**src/rtl/mvm_pkg.sv**
```systemverilog
package mvm_pkg;

    typedef enum logic [1:0] {
        ST_IDLE = 2'd0,
        ST_RUN  = 2'd1,
        ST_IRS  = 2'd2
    } mvm_phase_e;

endpackage

```
**src/rtl/mvm_mul_lane.sv**
```systemverilog
module mvm_mul_lane #(
    parameter int EW = 16,
    parameter int PW = 32
) (
    input  logic signed [EW-1:0] a_i,
    input  logic signed [EW-1:0] b_i,
    output logic signed [PW-1:0] prod_o
);
    // Full signed product; PW >= 2*EW keeps it exact.
    assign prod_o = PW'(a_i) * PW'(b_i);
endmodule

```
**src/rtl/mvm_acc_step.sv**
```systemverilog
module mvm_acc_step #(
    parameter int AW = 44,
    parameter int PW = 32
) (
    input  logic signed [AW-1:0] acc_i,
    input  logic signed [PW-1:0] add_i,
    output logic signed [AW-1:0] acc_o,
    output logic                 ovf_pos_o,
    output logic                 ovf_neg_o
);
    logic signed [AW:0] sum;

    // One guard bit: a mismatch of the top two bits means the sum left the range.
    assign sum       = (AW+1)'(acc_i) + (AW+1)'(add_i);
    assign ovf_pos_o = ~sum[AW] &  sum[AW-1];
    assign ovf_neg_o =  sum[AW] & ~sum[AW-1];
    assign acc_o     = sum[AW-1:0];
endmodule

```
**src/rtl/mvm_ir_clamp.sv**
```systemverilog
module mvm_ir_clamp #(
    parameter int MW = 32,
    parameter int IW = 16
) (
    input  logic signed [MW-1:0] mac_i,
    input  logic                 lim_i,
    output logic        [IW-1:0] ir_o,
    output logic                 sat_o
);
    localparam logic signed [MW-1:0] HI = MW'((64'sd1 <<< (IW-1)) - 64'sd1);
    localparam logic signed [MW-1:0] LO = -HI - MW'(1);

    always_comb begin
        ir_o  = mac_i[IW-1:0];
        sat_o = 1'b0;
        if (mac_i > HI) begin
            ir_o  = HI[IW-1:0];
            sat_o = 1'b1;
        end else if (lim_i && (mac_i < 0)) begin
            ir_o  = '0;
            sat_o = 1'b1;
        end else if (mac_i < LO) begin
            ir_o  = LO[IW-1:0];
            sat_o = 1'b1;
        end
    end
endmodule

```
**src/rtl/mvm_xform.sv**
```systemverilog
module mvm_xform
    import mvm_pkg::*;
#(
    parameter int EW      = 16,
    parameter int TW      = 32,
    parameter int AW      = 44,
    parameter int MW      = 32,
    parameter int IW      = 16,
    parameter int FRAC_SH = 12,
    parameter int TR_SH   = 12,
    parameter int NUM_MUL = 1
) (
    input  logic                   clk,
    input  logic                   rst_n,
    input  logic                   start_i,
    input  logic                   shift_fmt_i,
    input  logic                   lim_mode_i,
    input  logic                   trans_en_i,
    input  logic [9*EW-1:0]        mat_i,
    input  logic [3*EW-1:0]        vec_i,
    input  logic [3*TW-1:0]        trans_i,
    output logic                   busy_o,
    output logic                   done_o,
    output logic [3*MW-1:0]        mac_o,
    output logic [3*IW-1:0]        ir_o,
    output logic [2:0]             ovf_pos_o,
    output logic [2:0]             ovf_neg_o,
    output logic [2:0]             ir_sat_o
);
    localparam int DIM      = 3;
    localparam int PW       = 2*EW;
    localparam logic [1:0] LAST_IX = 2'(DIM-1);

    typedef struct packed {
        mvm_phase_e                 phase;
        logic [1:0]                 row;
        logic [1:0]                 col;
        logic [DIM-1:0][AW-1:0]     acc;
        logic [DIM-1:0][MW-1:0]     mac;
        logic [DIM-1:0][IW-1:0]     ir;
        logic [DIM-1:0]             ovp;
        logic [DIM-1:0]             ovn;
        logic [DIM-1:0]             sat;
        logic                       done;
    } st_t;

    st_t q, d;

    // Lane operand selection and arithmetic
    logic        [1:0]    lane_row  [NUM_MUL];
    logic signed [EW-1:0] lane_a    [NUM_MUL];
    logic signed [EW-1:0] lane_b    [NUM_MUL];
    logic signed [AW-1:0] lane_acc  [NUM_MUL];
    logic signed [PW-1:0] lane_prod [NUM_MUL];
    logic signed [AW-1:0] lane_sum  [NUM_MUL];
    logic                 lane_op   [NUM_MUL];
    logic                 lane_on   [NUM_MUL];

    for (genvar l = 0; l < NUM_MUL; l++) begin : g_lane
        // One lane walks the rows in turn; three lanes own one row each.
        if (NUM_MUL == 1) begin : g_seq
            assign lane_row[l] = q.row;
        end else begin : g_par
            assign lane_row[l] = 2'(l);
        end
        assign lane_a[l]   = mat_i[(int'(lane_row[l])*DIM + int'(q.col))*EW +: EW];
        assign lane_b[l]   = vec_i[int'(q.col)*EW +: EW];
        assign lane_acc[l] = q.acc[lane_row[l]];

        mvm_mul_lane #(.EW(EW), .PW(PW)) u_mul (
            .a_i    (lane_a[l]),
            .b_i    (lane_b[l]),
            .prod_o (lane_prod[l])
        );

        mvm_acc_step #(.AW(AW), .PW(PW)) u_acc (
            .acc_i     (lane_acc[l]),
            .add_i     (lane_prod[l]),
            .acc_o     (lane_sum[l]),
            .ovf_pos_o (lane_op[l]),
            .ovf_neg_o (lane_on[l])
        );
    end

    // Clamp stage on the registered row results
    logic [IW-1:0] clamp_ir  [DIM];
    logic          clamp_sat [DIM];

    for (genvar r = 0; r < DIM; r++) begin : g_row
        mvm_ir_clamp #(.MW(MW), .IW(IW)) u_clamp (
            .mac_i (q.mac[r]),
            .lim_i (lim_mode_i),
            .ir_o  (clamp_ir[r]),
            .sat_o (clamp_sat[r])
        );
        assign mac_o[r*MW +: MW] = q.mac[r];
        assign ir_o[r*IW +: IW]  = q.ir[r];
    end

    // Next-state computation
    always_comb begin
        logic signed [AW-1:0] shifted;
        shifted = '0;
        d       = q;
        d.done  = 1'b0;
        unique case (q.phase)
            ST_IDLE: begin
                if (start_i) begin                          // only sampled here
                    d.phase = ST_RUN;
                    d.row   = '0;
                    d.col   = '0;
                    d.ovp   = '0;
                    d.ovn   = '0;
                    d.sat   = '0;
                    for (int r = 0; r < DIM; r++) begin
                        d.acc[r] = trans_en_i
                                 ? (AW'($signed(trans_i[r*TW +: TW])) <<< TR_SH)
                                 : '0;
                    end
                end
            end
            ST_RUN: begin
                for (int l = 0; l < NUM_MUL; l++) begin
                    d.acc[lane_row[l]] = lane_sum[l];
                    d.ovp[lane_row[l]] = q.ovp[lane_row[l]] | lane_op[l];
                    d.ovn[lane_row[l]] = q.ovn[lane_row[l]] | lane_on[l];
                    if (q.col == LAST_IX) begin
                        shifted = lane_sum[l] >>> (shift_fmt_i ? FRAC_SH : 0);
                        d.mac[lane_row[l]] = shifted[MW-1:0];
                    end
                end
                if (q.col == LAST_IX) begin
                    d.col = '0;
                    if ((NUM_MUL == 1) && (q.row != LAST_IX)) begin
                        d.row = q.row + 2'd1;
                    end else begin
                        d.phase = ST_IRS;
                    end
                end else begin
                    d.col = q.col + 2'd1;
                end
            end
            ST_IRS: begin
                for (int r = 0; r < DIM; r++) begin
                    d.ir[r]  = clamp_ir[r];
                    d.sat[r] = clamp_sat[r];
                end
                d.done  = 1'b1;
                d.phase = ST_IDLE;
            end
            default: d.phase = ST_IDLE;
        endcase
    end

    always_ff @(posedge clk) begin
        if (!rst_n) begin
            q <= '0;
        end else begin
            q <= d;
        end
    end

    assign busy_o    = (q.phase != ST_IDLE);
    assign done_o    = q.done;
    assign ovf_pos_o = q.ovp;
    assign ovf_neg_o = q.ovn;
    assign ir_sat_o  = q.sat;

endmodule


```
**config.mk**
```make
export PLATFORM = sky130hd
export DESIGN_NAME = mvm_xform
export DESIGN_NICKNAME = d
export VERILOG_FILES = /design/src/rtl/mvm_pkg.sv /design/src/rtl/mvm_mul_lane.sv /design/src/rtl/mvm_acc_step.sv /design/src/rtl/mvm_ir_clamp.sv /design/src/rtl/mvm_xform.sv
export SDC_FILE = /design/constraint.sdc
export NUM_CORES = 2
export LEC_CHECK = 0
export CAP_MARGIN = 20
export CORE_MARGIN = 3
export CORE_UTILIZATION = 35
export CTS_CLUSTER_SIZE = 40
export DETAILED_ROUTE_END_ITERATION = 12
export DONT_BUFFER_PORTS = 1
export PLACE_DENSITY = 0.52
export SYNTH_ARGS = -nofsm -noshare
export SYNTH_HDL_FRONTEND = slang
export SYNTH_SLANG_ARGS = --single-unit
```
**constraint.sdc**
```tcl
create_clock -name clk -period 8.75 [get_ports clk]
set_input_delay 0 -clock clk [delete_from_list [all_inputs] [get_ports clk]]
set_output_delay 0 -clock clk [all_outputs]
set_load 0.05 [all_outputs]
```
### Yosys cells after proc, flatten, opt, wreduce, memory -nomap -nowiden

Index checks and enable logic that the tools add are counted.

| operators by class | value |
|---|---|
| $add $sub $neg | 4 |
| bitwise operators | 6 |
| shift-type cells | 3 |
| multiply operators | 2 |
| order comparisons | 11 |
| eq/ne operators | 8 |
| reduce and logical (&&, ||, !) cells | 13 |
| multiplexer cells | 49 |

Operators by type and width:

| cell | number |
|---|---|
| $pmux 136 s2 | 1 |
| $mux 44 | 5 |
| $mux 16 | 9 |
| $shiftx 144x10->16 | 1 |
| $mux 138 | 1 |
| $bwmux 132 | 1 |
| $bwmux 96 | 1 |
| $gt 32x16->1 const B | 3 |
| $lt 32x1->1 const B | 3 |
| $lt 32x16->1 const B | 3 |
| $bmux 44 s2 | 1 |
| $demux 44 s2 | 1 |
| $demux 32 s2 | 1 |
| $shiftx 48x7->16 | 1 |
| $add 44x32->45 | 1 |
| $sshr 44x4->32 | 1 |
| $mul 16x16->32 | 1 |
| $mux 32 | 1 |
| $mux 1 | 13 |
| $pmux 6 s2 | 1 |
| $ne 2x2->1 const B | 5 |
| $mux 9 | 1 |
| $mux 4 | 2 |
| $bwmux 3 | 2 |
| other kinds (21) | 36 |

| storage, ports and cells | value |
|---|---|
| bits of input ports | 294 |
| flip-flop bits (word level) | 292 |
| logic and storage cells | 112 |
| output and inout bits | 155 |

### Longest topological paths before layout

| logic depth | value |
|---|---|
| depth in word-level cells | 10 |
| gate-level depth with buffers | 32 |
| mapped depth without buffers | 29 |

### Modules after synthesis

Synthesis repeated with hierarchy kept, for this count alone.

| second synthesis, totals | value |
|---|---|
| cell total of the unflattened synthesis | 3344 |
| area total of the unflattened synthesis | 28578.7 um2 |

Modules (own cells, without submodules):

| module | seq. area each (um2) | times used | cells an instance | area each (um2) |
|---|---|---|---|---|
| mvm_xform | 5845.6 | 1 | 1754 | 15592.5 |
| mvm_mul_lane | 0.0 | 1 | 1111 | 9902.0 |
| mvm_acc_step | 0.0 | 1 | 341 | 2393.5 |
| mvm_ir_clamp | 0.0 | 3 | 46 | 230.2 |

### Least setup slack after synthesis

Ideal clock, no wire load.

| timing | value |
|---|---|
| path kind | reg-to-reg |
| start | reg q, in the netlist lane_row[0] |
| end | reg q, in the netlist mac_o[30] |
| buffers on the path | 4 |
| library setup time | 132 ps |
| clock period less this slack | 9005 ps |
| stages on the path, launching flop included | 31 |
| required time | 8618 ps |
| data arrival time | 8873 ps |
| path slack | -255 ps |
| cell sequence | dfxtp_1 fa_1 ha_1 fa_1 clkbuf_1 nor4b_1 nand2_1 o21ai_0 buf_2 nand2_1 inv_1 fa_1 inv_1 fa_1 fa_1 fa_1 inv_1 fa_1 inv_1 fa_1 inv_1 ha_1 buf_2 and3_1 clkbuf_1 and2_1 nand2_1 or4_1 o211ai_1 o21ba_2 a21oi_1 |

| between the ends | value |
|---|---|
| longest elaborated chain between the ends | 7 |
| elaborated cells on any way between the ends | 14 |
| classes of those cells | add/sub: 2; mul: 2; order compare: 2; shift: 2; mux: 5; reduce/logical: 1 |

Ends and longest elaborated chain:

| item | RTL line | RTL |
|---|---|---|
| start: declaration | mvm_xform.sv:47 | `st_t q, d;` |
| start signal: assignment | mvm_xform.sv:157 | `q <= '0;` |
| start signal: assignment | mvm_xform.sv:159 | `q <= d;` |
| $mul 2x2->4 | mvm_xform.sv:66 | `assign lane_a[l] = mat_i[(int'(lane_row[l])*DIM + int'(q.col))*EW +: EW];` |
| $add 4x2->5 | mvm_xform.sv:66 |  |
| $shiftx 144x10->16 | mvm_xform.sv:66 |  |
| $mul 16x16->32 | mvm_mul_lane.sv:10 | `assign prod_o = PW'(a_i) * PW'(b_i);` |
| $add 44x32->45 | mvm_acc_step.sv:14 | `assign sum = (AW+1)'(acc_i) + (AW+1)'(add_i);` |
| $sshr 44x4->32 | mvm_xform.sv:128 | `shifted = lane_sum[l] >>> (shift_fmt_i ? FRAC_SH : 0);` |
| $bwmux 96 (*) | mvm_xform.sv:129 | `d.mac[lane_row[l]] = shifted[MW-1:0];` |

Mark *: on every way between the ends. The rest lies on a longest branch, timed or not. The select of a mux whose other input is x is not followed.
A chain may end at the register's enable or synchronous reset.

### Worst setup path after layout

| timing | value |
|---|---|
| start | reg q, in the netlist lane_row[0] |
| end | reg q, in the netlist ovf_neg_o[2] |

| between the ends | value |
|---|---|
| longest elaborated chain between the ends | 10 |
| elaborated cells on any way between the ends | 19 |
| classes of those cells | add/sub: 2; mul: 2; order compare: 2; shift: 1; mux: 8; bitwise: 3; reduce/logical: 1 |

Ends and longest elaborated chain:

| item | RTL line | RTL |
|---|---|---|
| $mul 2x2->4 | mvm_xform.sv:66 |  |
| $add 4x2->5 | mvm_xform.sv:66 |  |
| $shiftx 144x10->16 | mvm_xform.sv:66 |  |
| $mul 16x16->32 | mvm_mul_lane.sv:10 |  |
| $add 44x32->45 | mvm_acc_step.sv:14 |  |
| $not 1->1 | mvm_acc_step.sv:16 | `assign ovf_neg_o = sum[AW] & ~sum[AW-1];` |
| $and 1x1->1 | mvm_acc_step.sv:16 |  |
| $or 1x1->1 | mvm_xform.sv:126 | `d.ovn[lane_row[l]] = q.ovn[lane_row[l]] \| lane_on[l];` |
| $bwmux 3 (*) | mvm_xform.sv:126 |  |
| $pmux 6 s2 (*) | mvm_xform.sv:106 | `unique case (q.phase)` |

Marked as above.

==> run summary <==
pin count of the biggest net entering global routing - 177
Gate Count Post-Synth - 3,343
Post-DRT Antenna Nets - 0
Initial DRC Count - 1,777
Setup violations, final - 0
Post-synth EDFFs - 0
Hold EP - q[212]
Final Cycle Share - 96.8%
vias in the first global route - 24,400
GRT Total Usage - 23.7%
drt pass-1 iters - 7
total grt overflow - 0
Layout Nets - 4,098
final non-filler cell total - 4,415
R2R depth - 28
Synth cell types - 73
asr flop ratio synth - 0%
startpoint of the worst hold path - rst_n
DP HPWL - 78,800 um
core area - 0.0807 sq mm
Least-Margin Pin Slew - 1020 ps
Crit path required time - 9230 ps
unrepaired setup endpoints after global routing - true
Hold Fails Final Rpt - 0
status - finished, final reports clean
worst min path class - primary input to register
Worst-path clk slew - 60 ps
wire per inst - 23.0 um
Critical Path Sink Type - register
sequential element share of the synthesized area - 20.5%
Simple-Gate Fraction of Synth Area - 11.7%
buffers from clock root to sink, at most - 3
CTS H-Tree Depth - 2
dpl cells - 4,209
CTS tree - done
Critical Path Fanout Max - 6
dpl ws - -91.7 ps
post-synthesis mux area share - 6.27%
Syn Nets - 4,120
WL final - 101,000 um
filler cell count - 8,242
max_slew headroom - 32.2%
fin util - 40.1%
max-slew violation count - 0
Post-Synth Adder-Cell Area - 30.5%
XOR/XNOR Fraction of Synth Area - 1.32%
Post-route DRC - 0
CP Launch Type - register
num rows - 104
die height - 291 um
Compound-Gate Fraction of Synth Area - 17.1%
Largest stage delay, worst path - 670 ps
Synth Flop Type - dfxtp_1
worst reg2reg path endpoint - ovf_neg_o[2]
Setup Skew - 15.4 ps
Tmin final - 8470 ps
Yosys warnings - 0
routability cong. - 0.932
top cells by area, synth - fa_1, dfxtp_1, inv_1
die area - 0.0850 sq mm
Crit Path Category - register to register
Num CTS Buffers - 38
clock latency at the later pin of the worst-skew pair - 560 ps
layout cells sized above 1 - 12.5%
maxcap violations - 0
f_max - 118 MHz
total number of vias - 23,700
root buffer cell - clkbuf_16
Die W - 291 um
vias per cell - 5.37
syn_area_per_cell - 8.53 sq um
boundary pin count - 449
initial core utilization - 35.4%
initial antenna violation count - 8
PortBufs - 0
Seq cells post-synth - 292
synthesized area - 0.0285 sq mm
hold depth - 3
area leader, netlist - fa_1
most used cell, CP - fa_1
first-pass GRT wire length - 155,000 um
Sink Count - 292
slowest CP cell - fa_2
post-route setup slack - 283 ps
Layout area overhead - 13.3%
Critical Path AT - 8940 ps
largest family of logic cells by synthesized area - adder cells
share of the synthesized area in the top cell type - 24.7%
R2R Path Start - lane_row[0]
R2R Setup Slk - 280 ps
[through the flow]
step / hold slack [ps] / cell area [sq um] / TNS (ps)
2_1_floorplan: 134 / 28500 / 0
3_3_place_gp: 143 / 29200 / -33.7
3_5_place_dp: 141 / 29200 / -422
4_1_cts: 106 / 31700 / 0
5_1_grt: 147 / 32300 / -346
6_report: 145 / 32300 / 0
[final cells by class]
class | count | area, sq um | area share (%)
clock inverter | 17 | 178 | 0.550
inverter | 450 | 1700 | 5.24
sequential | 292 | 5850 | 18.1
timing repair buffer | 290 | 2570 | 7.94
tap | 1060 | 1330 | 4.10
clock buffer | 51 | 1080 | 3.34
antenna | 6 | 15.0 | 0.0464
multi-input combinational | 2249 | 19600 | 60.7
[cell usage after synthesis (10+ instances only)]
cell type / instances
o21a_1: 19
mux2i_1: 102
buf_2: 23
ha_1: 131
nand3_1: 33
and2_1: 15
a21o_1: 16
nor3_1: 25
nand2_1: 281
o21ai_0: 252
xnor2_1: 29
a221oi_1: 24
o21ai_1: 23
mux4_2: 32
nand4_1: 25
xor2_1: 11
nor4_1: 17
nor2_1: 335
nor2b_1: 12
o211ai_1: 10
o22ai_1: 42
a211oi_1: 46
buf_1: 26
clkbuf_1: 149
dfxtp_1: 292
fa_1: 352
buf_4: 153
inv_1: 450
a21oi_1: 245
a22oi_1: 40
nand2b_1: 21
[routing by layer]
layer / global-route usage [%] / vias up / part of all wire [%]
met2: 39.3 / 766 / 48
li1: - / 10900 / -
met3: 3.19 / 123 / 5.3
met5: 0 / - / 0.057
met1: 32.8 / 11900 / 45
met4: 5.58 / 8 / 2.1
[critical path: cells and delay by family (launching register included)]
family | cells | cell delay (ps)
buffers and inverters | 5 | 470
XOR/XNOR | 1 | 150
adder cells (fa/ha/maj) | 10 | 4850
AO/OA/AOI/OAI | 9 | 1870
AND/OR/NAND/NOR | 3 | 690
flip-flops | 1 | 360
[timing repair]
action | CTS | global route
setup buffers | 0 | 16
gates resized for setup | 3 | 121
pin swaps | 0 | 15
setup endpoints to repair | 12 | 151
hold buffers | 115 | 0
endpoints found under the hold margin | 251 | 0
gates cloned | 0 | 1
[state kept, by name, summed over array words and instances (netlist names)]
signal	count
q	136
mac_o	96
ir_o	48
ir_sat_o	3
ovf_neg_o	3
ovf_pos_o	3
lane_row	2
done_o	1
[cells by family (layout without fill, tap and decap cells)]
family	count (synthesis)	count (layout)
flip-flops	292	292
multiplexers	138	138
AO/OA/AOI/OAI	796	796
adder cells (fa/ha/maj)	483	483
other	0	6
XOR/XNOR	41	41
buffers and inverters	802	808
AND/OR/NAND/NOR	791	791
[worst max-delay path by stage]
stage | startpoint | endpoint | slack (ps) | cells past startpoint
after floorplan | lane_row[0] | mac_o[30] | 50 | 30
after global placement | lane_row[0] | mac_o[75] | -10 | 27
after detailed placement | lane_row[0] | mac_o[11] | -90 | 27
after CTS | lane_row[0] | mac_o[25] | 4 | 28
after global routing | q[287] | q[240] | -40 | 28
final | lane_row[0] | ovf_neg_o[2] | 280 | 28
[cell usage in the layout, fill, tap and decap left out, types with 12 or more instances in the layout]
cell           Yosys  final
inv_1            450    447
fa_1             352    349
nor2_1           335    330
dfxtp_1          292    289
nand2_1          281    276
o21ai_0          252    242
a21oi_1          245    233
buf_4            153    164
ha_1             131    124
dlygate4sd3_1      0    114
mux2i_1          102     87
a211oi_1          46     46
o22ai_1           42     42
a22oi_1           40     40
clkbuf_16          0     38
mux4_2            32     32
nand3_1           33     31
nand4_1           25     25
o21ai_1           23     24
a221oi_1          24     24
nor3_1            25     23
xnor2_1           29     22
nand2b_1          21     21
a21o_1            16     16
nor4_1            17     16
a21oi_2            3     15
mux2i_2            1     12
and2_1            15     12
Power is not shown: default switching activity piles up to over one toggle a cycle in this logic, so the estimate is an artifact.
